### src/rtl/sp_pkg.sv
package sp_pkg;
  localparam int unsigned SP_AW         = 7;
  localparam int unsigned SP_DW         = 8;
  localparam int unsigned SP_BANK_W     = 2;
  localparam int unsigned SP_IDX_W      = 3;
  localparam int unsigned SP_BSEL_W     = $clog2(SP_DW);
  localparam logic [SP_AW-1:0] SP_BITWIN_BASE = 7'h20;
  localparam logic [7:0]       SP_SFR_ADDR    = 8'h81;
  localparam logic [SP_AW-1:0] SP_RESET_VAL   = 7'h07;

  typedef struct packed {
    logic             en;
    logic [SP_AW-1:0] addr;
    logic [SP_DW-1:0] data;
    logic [SP_DW-1:0] mask;
  } sp_wr_t;
endpackage

### src/rtl/sp_bank_addr.sv
module sp_bank_addr #(
  parameter int unsigned AW     = sp_pkg::SP_AW,
  parameter int unsigned BANK_W = sp_pkg::SP_BANK_W,
  parameter int unsigned IDX_W  = sp_pkg::SP_IDX_W
) (
  input  logic [BANK_W-1:0] bank_i,
  input  logic [IDX_W-1:0]  idx_i,
  output logic [AW-1:0]     addr_o
);
  localparam int unsigned PAD_W = AW - BANK_W - IDX_W;

  generate
    if (PAD_W > 0) begin : g_pad
      assign addr_o = {{PAD_W{1'b0}}, bank_i, idx_i};
    end else begin : g_nopad
      assign addr_o = {bank_i, idx_i};
    end
  endgenerate
endmodule

### src/rtl/sp_stack_ptr.sv
module sp_stack_ptr #(
  parameter int unsigned          AW      = sp_pkg::SP_AW,
  parameter logic [AW-1:0]        RST_VAL = sp_pkg::SP_RESET_VAL
) (
  input  logic          clk_i,
  input  logic          rst_ni,
  input  logic          push_i,
  input  logic          pop_i,
  input  logic          ld_i,
  input  logic [AW-1:0] ld_val_i,
  output logic [AW-1:0] sp_o,
  output logic [AW-1:0] push_addr_o,
  output logic          wrap_o
);
  localparam logic [AW-1:0] SP_TOP = {AW{1'b1}};

  logic [AW-1:0] sp_q;
  logic          wrap_q;

  assign push_addr_o = sp_q + AW'(1);
  assign sp_o        = sp_q;
  assign wrap_o      = wrap_q;

  always_ff @(posedge clk_i or negedge rst_ni) begin
    if (!rst_ni) begin
      sp_q   <= RST_VAL;
      wrap_q <= 1'b0;
    end else begin
      wrap_q <= (push_i && sp_q == SP_TOP) || (pop_i && sp_q == '0);
      if (push_i)     sp_q <= push_addr_o;
      else if (pop_i) sp_q <= sp_q - AW'(1);
      else if (ld_i)  sp_q <= ld_val_i;
    end
  end

  a_r6_push_increments: assert property (@(posedge clk_i) disable iff (!rst_ni)
    push_i |=> sp_q == $past(sp_q) + AW'(1));
  a_r7_pop_decrements: assert property (@(posedge clk_i) disable iff (!rst_ni)
    (pop_i && !push_i) |=> sp_q == $past(sp_q) - AW'(1));
  a_r8_wrap_pulse: assert property (@(posedge clk_i) disable iff (!rst_ni)
    (push_i && sp_q == SP_TOP) |=> (wrap_o && sp_q == '0));
  a_r8_wrap_only_on_edge: assert property (@(posedge clk_i) disable iff (!rst_ni)
    (!push_i && !pop_i) |=> !wrap_o);
endmodule

### src/rtl/sp_byte_array.sv
module sp_byte_array
  import sp_pkg::*;
#(
  parameter int unsigned AW = SP_AW,
  parameter int unsigned DW = SP_DW
) (
  input  logic          clk_i,
  input  logic          rst_ni,
  input  sp_wr_t        wr_i,
  input  logic [AW-1:0] rd_addr_i,
  output logic [DW-1:0] rd_data_o,
  input  logic [AW-1:0] stk_addr_i,
  output logic [DW-1:0] stk_data_o
);
  localparam int unsigned DEPTH = 1 << AW;

  logic [DW-1:0] mem_q [DEPTH];

  assign rd_data_o  = mem_q[rd_addr_i];
  assign stk_data_o = mem_q[stk_addr_i];

  always_ff @(posedge clk_i or negedge rst_ni) begin
    if (!rst_ni) begin
      for (int i = 0; i < DEPTH; i++) mem_q[i] <= '0;
    end else if (wr_i.en) begin
      mem_q[wr_i.addr] <= (mem_q[wr_i.addr] & ~wr_i.mask) | (wr_i.data & wr_i.mask);
    end
  end

  // checker state: the write of the previous cycle
  logic          chk_v_q;
  logic [AW-1:0] chk_addr_q;
  logic [DW-1:0] chk_mask_q, chk_old_q, chk_data_q;
  logic [DW-1:0] chk_now;

  always_ff @(posedge clk_i or negedge rst_ni) begin
    if (!rst_ni) begin
      chk_v_q    <= 1'b0;
      chk_addr_q <= '0;
      chk_mask_q <= '0;
      chk_old_q  <= '0;
      chk_data_q <= '0;
    end else begin
      chk_v_q    <= wr_i.en;
      chk_addr_q <= wr_i.addr;
      chk_mask_q <= wr_i.mask;
      chk_old_q  <= mem_q[wr_i.addr];
      chk_data_q <= wr_i.data;
    end
  end

  assign chk_now = mem_q[chk_addr_q];

  a_r4_unmasked_bits_kept: assert property (@(posedge clk_i) disable iff (!rst_ni)
    chk_v_q |-> ((chk_now ^ chk_old_q) & ~chk_mask_q) == '0);
  a_r4_masked_bits_written: assert property (@(posedge clk_i) disable iff (!rst_ni)
    chk_v_q |-> ((chk_now ^ chk_data_q) & chk_mask_q) == '0);
endmodule

### src/rtl/sp_scratch_ram.sv
module sp_scratch_ram
  import sp_pkg::*;
(
  input  logic             clk_i,
  input  logic             rst_ni,
  input  logic             req_i,
  input  logic             we_i,
  input  logic             bit_mode_i,
  input  logic [SP_AW-1:0] addr_i,
  input  logic [SP_DW-1:0] wdata_i,
  input  logic             wbit_i,
  output logic [SP_DW-1:0] rdata_o,
  input  logic             push_i,
  input  logic             pop_i,
  input  logic [SP_DW-1:0] push_data_i,
  output logic [SP_DW-1:0] pop_data_o,
  output logic             wrap_o,
  input  logic             sfr_we_i,
  input  logic [7:0]       sfr_addr_i,
  input  logic [7:0]       sfr_wdata_i,
  output logic [7:0]       sfr_rdata_o,
  input  logic [SP_BANK_W-1:0] bank_sel_i,
  input  logic [SP_IDX_W-1:0]  reg_idx_i,
  output logic [SP_AW-1:0]     reg_addr_o
);
  localparam int unsigned BYTE_SEL_W = SP_AW - SP_BSEL_W;

  logic             pop_go, wr_go, rd_go, ld_go, sfr_hit;
  logic [SP_AW-1:0] sp, push_addr, bit_byte, rd_addr;
  logic [SP_BSEL_W-1:0] bit_sel;
  logic [SP_DW-1:0] rd_byte, stk_byte, bit_mask;
  logic [SP_DW-1:0] rdata_q, pop_q;
  sp_wr_t           wr;

  // push wins over pop, writes and SP loads
  assign sfr_hit = (sfr_addr_i == SP_SFR_ADDR);
  assign pop_go  = pop_i & ~push_i;
  assign wr_go   = req_i & we_i & ~push_i;
  assign rd_go   = req_i & ~we_i;
  assign ld_go   = sfr_we_i & sfr_hit & ~push_i & ~pop_i;

  assign bit_sel  = addr_i[SP_BSEL_W-1:0];
  assign bit_byte = SP_BITWIN_BASE | SP_AW'(addr_i[SP_AW-1:SP_BSEL_W]);
  assign bit_mask = SP_DW'(1) << bit_sel;
  assign rd_addr  = bit_mode_i ? bit_byte : addr_i;

  always_comb begin
    wr.en = push_i | wr_go;
    if (push_i) begin
      wr.addr = push_addr;
      wr.data = push_data_i;
      wr.mask = '1;
    end else if (bit_mode_i) begin
      wr.addr = bit_byte;
      wr.data = {SP_DW{wbit_i}};
      wr.mask = bit_mask;
    end else begin
      wr.addr = addr_i;
      wr.data = wdata_i;
      wr.mask = '1;
    end
  end

  sp_stack_ptr #(.AW(SP_AW), .RST_VAL(SP_RESET_VAL)) u_sp (
    .clk_i       (clk_i),
    .rst_ni      (rst_ni),
    .push_i      (push_i),
    .pop_i       (pop_go),
    .ld_i        (ld_go),
    .ld_val_i    (sfr_wdata_i[SP_AW-1:0]),
    .sp_o        (sp),
    .push_addr_o (push_addr),
    .wrap_o      (wrap_o)
  );

  sp_byte_array #(.AW(SP_AW), .DW(SP_DW)) u_mem (
    .clk_i      (clk_i),
    .rst_ni     (rst_ni),
    .wr_i       (wr),
    .rd_addr_i  (rd_addr),
    .rd_data_o  (rd_byte),
    .stk_addr_i (sp),
    .stk_data_o (stk_byte)
  );

  sp_bank_addr #(.AW(SP_AW), .BANK_W(SP_BANK_W), .IDX_W(SP_IDX_W)) u_bank (
    .bank_i (bank_sel_i),
    .idx_i  (reg_idx_i),
    .addr_o (reg_addr_o)
  );

  always_ff @(posedge clk_i or negedge rst_ni) begin
    if (!rst_ni) begin
      rdata_q <= '0;
      pop_q   <= '0;
    end else begin
      if (rd_go) rdata_q <= bit_mode_i ? SP_DW'(rd_byte[bit_sel]) : rd_byte;
      if (pop_go) pop_q <= stk_byte;
    end
  end

  assign rdata_o     = rdata_q;
  assign pop_data_o  = pop_q;
  assign sfr_rdata_o = sfr_hit ? 8'(sp) : 8'h00;

  a_r5_foreign_sfr_ignored: assert property (@(posedge clk_i) disable iff (!rst_ni)
    (!sfr_hit && !push_i && !pop_i) |=> sp == $past(sp));
  a_r10_push_blocks_load: assert property (@(posedge clk_i) disable iff (!rst_ni)
    push_i |=> sp == $past(push_addr));
  a_r3_bit_read_narrow: assert property (@(posedge clk_i) disable iff (!rst_ni)
    (rd_go && bit_mode_i) |=> rdata_o[SP_DW-1:1] == '0);
  a_r2_rdata_holds: assert property (@(posedge clk_i) disable iff (!rst_ni)
    !rd_go |=> $stable(rdata_o));
  a_r7_pop_data_holds: assert property (@(posedge clk_i) disable iff (!rst_ni)
    !pop_go |=> $stable(pop_data_o));
endmodule

### config.mk
export PLATFORM = sky130hd
export DESIGN_NAME = sp_scratch_ram
export DESIGN_NICKNAME = d
export VERILOG_FILES = /design/src/rtl/sp_pkg.sv /design/src/rtl/sp_bank_addr.sv /design/src/rtl/sp_stack_ptr.sv /design/src/rtl/sp_byte_array.sv /design/src/rtl/sp_scratch_ram.sv
export SDC_FILE = /design/constraint.sdc
export NUM_CORES = 2
export LEC_CHECK = 0
export BUFFER_PORTS_ARGS = -buffer_cell sky130_fd_sc_hd__buf_2
export CORE_ASPECT_RATIO = 0.6
export CORE_MARGIN = 4
export CORE_UTILIZATION = 30
export CTS_CLUSTER_SIZE = 8
export DETAILED_ROUTE_END_ITERATION = 10
export PLACE_DENSITY_LB_ADDON = 0.25
export SLEW_MARGIN = 20
export SYNTH_ARGS = -nofsm -noshare
export SYNTH_HDL_FRONTEND = slang
export SYNTH_SLANG_ARGS = --single-unit
### constraint.sdc
create_clock -name clk_i -period 4.6 [get_ports clk_i]
set_input_delay 0.46 -clock clk_i [delete_from_list [all_inputs] [get_ports clk_i]]
set_output_delay 0.46 -clock clk_i [all_outputs]
set_load 0.02 [all_outputs]
==> results by group <==
Worst setup path
  – CP required: 5.29 ns
  – Kind of critical path: register to register
  – CP max FO: 64
  – Largest stage delay, worst path: 0.68 ns
  – Arrival @ worst endpoint: 5.24 ns
  – Element type at the critical path start: register
  – CP cell instances: buf_4 > nand2_1 > a21boi_4 > nor2_1 > buf_12 > buf_4 > a21oi_1 > o221ai_1 > a21oi_4 > nor2_4 > buf_12 > mux2_2
  – Slowest cell on crit path: dfstp_4
  – Worst setup EP type: register

Synth
  – Post-synth ARST share: 100%
  – Cells after Synth: ~5700
  – Synth top area cells: dfrtp_1, mux2_2, mux4_2
  – Netlist cell types: 82
  – Top cell type's share of synthesized area: ~44%
  – XOR/XNOR Fraction of Synth Area: 0.103%
  – Mux contribution to synthesized area: 27.3%
  – Register area share after synthesis: 44.2%
  – Synth Flop Type: dfrtp_1
  – Mapped Area: ~59000 µm²
  – Adder-cell area share of the yosys netlist: 0.0633%
  – Largest family of logic cells by synthesized area: multiplexers
  – Post-synth EDFFs: 0
  – #FFs+latches synth: between 1000 and 1500
  – Simple-gate share of the synthesized area: 12.5%
  – Largest area contributor in the netlist: dfrtp_1
  – Post-synthesis compound-gate area fraction: between 10% and 20%
  – YS warnings: 0
  – Post-Syn Area per Cell: 10.4 µm²

Final layout
  – Post-layout util: 35.7%
  – Fin nets: 6012
  – Area growth from synthesis to layout: 18.3%
  – Layout cells sized above 1: 28.5%

Pwr
  – Seq pwr share: ~38%
  – Net Switching: 14.6 mW
  – Pwr/cell area: between 500 and 600 nW/µm²
  – Sw Share: about two fifths
  – Logic pwr share: between 30% and 40%
  – VDD IR max: 0.302 mV
  – Clk pwr share: 27.7%
  – Int Pwr: 23.5 mW
  – Total power: 38.0 mW
  – Pleak: ~31 nW

STA
  – Worst Max-Slew Pin Slew: 1.22 ns
  – Hold Fails Final Rpt: 0
  – Fin crit share: between 90% and 100%
  – Worst rel slew slack: 18.3%
  – Shortest period the worst path allows: 4.55 ns
  – Final clock skew: 0.0652 ns
  – Setup TNS: 0 ns
  – RSZ-0062 raised after global routing: no
  – Slew Limit Fails: 0
  – Max Fclk: around 220 MHz
  – Final setup vio count: 0

Route
  – Final WL: roughly 280 mm
  – Iteration-0 DRC Markers: 7850
  – Antenna-violating nets left: 0
  – Drc violations: 0
  – Routed via count: 52300
  – Pre-antenna DRT Iters: 7
  – Avg WL per Cell: roughly 33 µm
  – Vias per cell: 6.08

GRT
  – Global-route wire length before repair: 394 mm
  – Initial antenna violation count: 24
  – Overflow after GRT: 0
  – GRT Overall Usage: between 20% and 30%
  – Vias in the first global route: between 40000 and 50000
  – Largest net degree at the start of global routing: 123

Hold path
  – Min-Delay Path Class: primary input to register

CTS
  – Setup Buffers After CTS: 0
  – CTS Buf Count: approximately 160
  – CTS tree: done
  – TritonCTS sink count: 1048
  – Worst skew pair latency: 0.81 ns
  – Clock transition at the registers of the reported paths: 0.06 ns
  – Worst-case clock buffer depth: 4
  – Clk root buf: clkbuf_16
  – CTS H-tree depth: 4

Floorplan
  – Initial core utilization: 30.2%
  – Die W: 582 µm
  – Site Rows: 126
  – Core area: 197000 µm²
  – Top-Level Pins: 85
  – Die H: 352 µm
  – Die Area: around 210000 µm²

Run
  – Max Cap Viol: 0

Status
  – Status: finished clean

Place
  – GPL Wtd Cong: 0.973
  – Dpl hpwl: 196 mm
  – Port Buffer Count: 70
==> power groups by stage <==
| stage | combinational [mW] | sequential (mW) | clock (mW) |
|---|---|---|---|
| final | 13.1 | 14.4 | 10.5 |
| after CTS | 12.7 | 14.2 | 10.7 |
| after global routing | 13.8 | 14.7 | 11.0 |
| after detailed placement | 12.7 | 14.4 | 0 |
| after global placement | 12.5 | 14.3 | 0 |
| after floorplan | 7.78 | 13.6 | 0 |
==> cells in the final DEF (no fill, tap or decap), types with 8 or more instances in the layout <==
cell,netlist,layout
a2111oi_0,13,12
a211o_1,11,11
a211oi_1,36,36
a21oi_1,341,335
a21oi_4,0,8
a221oi_1,25,25
a22oi_1,32,32
a311oi_1,19,19
a31oi_1,32,31
a32oi_1,16,15
and2_1,15,15
and3_1,16,16
buf_12,0,67
buf_2,73,69
buf_4,10,444
clkbuf_16,0,160
dfrtp_1,1045,1042
inv_1,11,11
mux2_2,638,636
mux2i_1,316,311
mux4_2,258,258
nand2_1,894,891
nand2b_1,12,11
nand3_1,252,252
nand4_1,28,28
nor2_1,496,490
nor3_1,37,37
nor4_1,14,14
o2111ai_1,12,12
o211ai_1,24,24
o21ai_0,183,183
o21bai_1,23,23
o221ai_1,92,92
o22ai_1,79,79
o311ai_0,8,8
o31ai_1,135,133
==> layer usage <==
layer / GRT usage (%) / part of all wire (%) / up-vias
li1: - / - / 21500
met1: 39.2 / 44 / 26900
met2: 34.5 / 38 / 3384
met3: 12.2 / 15 / 525
met4: 6.72 / 2.9 / 8
met5: 0 / 0.017 / -
==> sequential cells by signal, summed over array words and instances, names as in the netlist <==
name / cells
u_sp.sp_o: 7
pop_data_o: 8
u_mem.mem_q: 1024
u_sp.wrap_o: 1
rdata_o: 8
==> final cells by class <==
| cell class | instances | area [µm²] |
|---|---|---|
| Clock inverter | 4 | 63.8 |
| Multi-Input combinational cell | 4153 | 31400 |
| Inverter | 14 | 53.8 |
| Timing Repair Buffer | 582 | 5040 |
| Sequential cell | 1048 | 26200 |
| Clock buffer | 167 | 4040 |
| Tap cell | 2624 | 3280 |
| Antenna cell | 6 | 15.0 |
| Fill cell | 19500 | 126000 |
==> cells by family after synthesis <==
kind of cell | after synthesis
DFF | 1048
other | 1
xor gates and xnor gates | 7
buffers and inverters | 499
AOI/OAI and AO/OA | 1131
and+or+nand+nor | 1793
muxes | 1215
adders and majority gates | 3
==> final timing paths <==
path,start,endpoint,slack (ns),cells past startpoint
worst max-delay path,u_sp.sp_o[0],u_mem.mem_q[258],0.05,12
worst min-delay path,sfr_wdata_i[4],u_sp.sp_o[4],0.08,5
worst max register to register,u_sp.sp_o[0],u_mem.mem_q[258],0.05,12
worst min register to register,rdata_o[7],rdata_o[7],0.50,2
max in group asynchronous,rst_ni,u_mem.mem_q[416],2.99,3
min in group asynchronous,rst_ni,u_mem.mem_q[267],0.31,2
==> stage by stage <==
step / area (µm²) / worst slack [ns] / std cells / hold WS (ns)
3_5_place_dp: 66000 / 0.0667 / 8419 / 0.477
6_report: 70200 / 0.0522 / 8598 / 0.0804
3_3_place_gp: 66000 / 0.125 / 8419 / 0.468
2_1_floorplan: 59300 / 0.0867 / 5699 / 0.164
5_1_grt: 70200 / 0.0894 / 8593 / 0.0918
4_1_cts: 70100 / 0.0151 / 8591 / 0.0484
==> cell usage after synthesis (4+ instances only) <==
library cell	instances
dfrtp_1	1045
nand2_1	894
mux2_2	638
nor2_1	496
a21oi_1	341
clkbuf_1	332
mux2i_1	316
mux4_2	258
nand3_1	252
o21ai_0	183
o31ai_1	135
o221ai_1	92
o22ai_1	79
buf_2	73
buf_1	66
nor3_1	37
a211oi_1	36
a22oi_1	32
a31oi_1	32
nand4_1	28
a221oi_1	25
o211ai_1	24
o21bai_1	23
a311oi_1	19
a32oi_1	16
and3_1	16
and2_1	15
nor4_1	14
a2111oi_0	13
nand2b_1	12
o2111ai_1	12
a211o_1	11
inv_1	11
buf_4	10
o311ai_0	8
a22o_1	7
nor2b_1	7
or3_1	5
a32o_1	4
buf_6	4
nand3b_1	4
xor2_1	4
==> what timing repair did <==
| item | CTS | global route |
|---|---|---|
| resized for setup | 0 | 2 |
| hold endpoints to repair | 55 | 0 |
| setup endpoints to repair | 0 | 129 |
| hold buffers | 1 | 0 |
==> worst max-delay path: cells and delay by family, from the launching register on <==
family	cells	cell delay, ns
AOI/OAI and AO/OA	4	0.84
muxes	1	0.25
DFF	1	0.68
buffers and inverters	4	1.27
and+or+nand+nor	3	1.21
(Power assumes the default switching activity.)
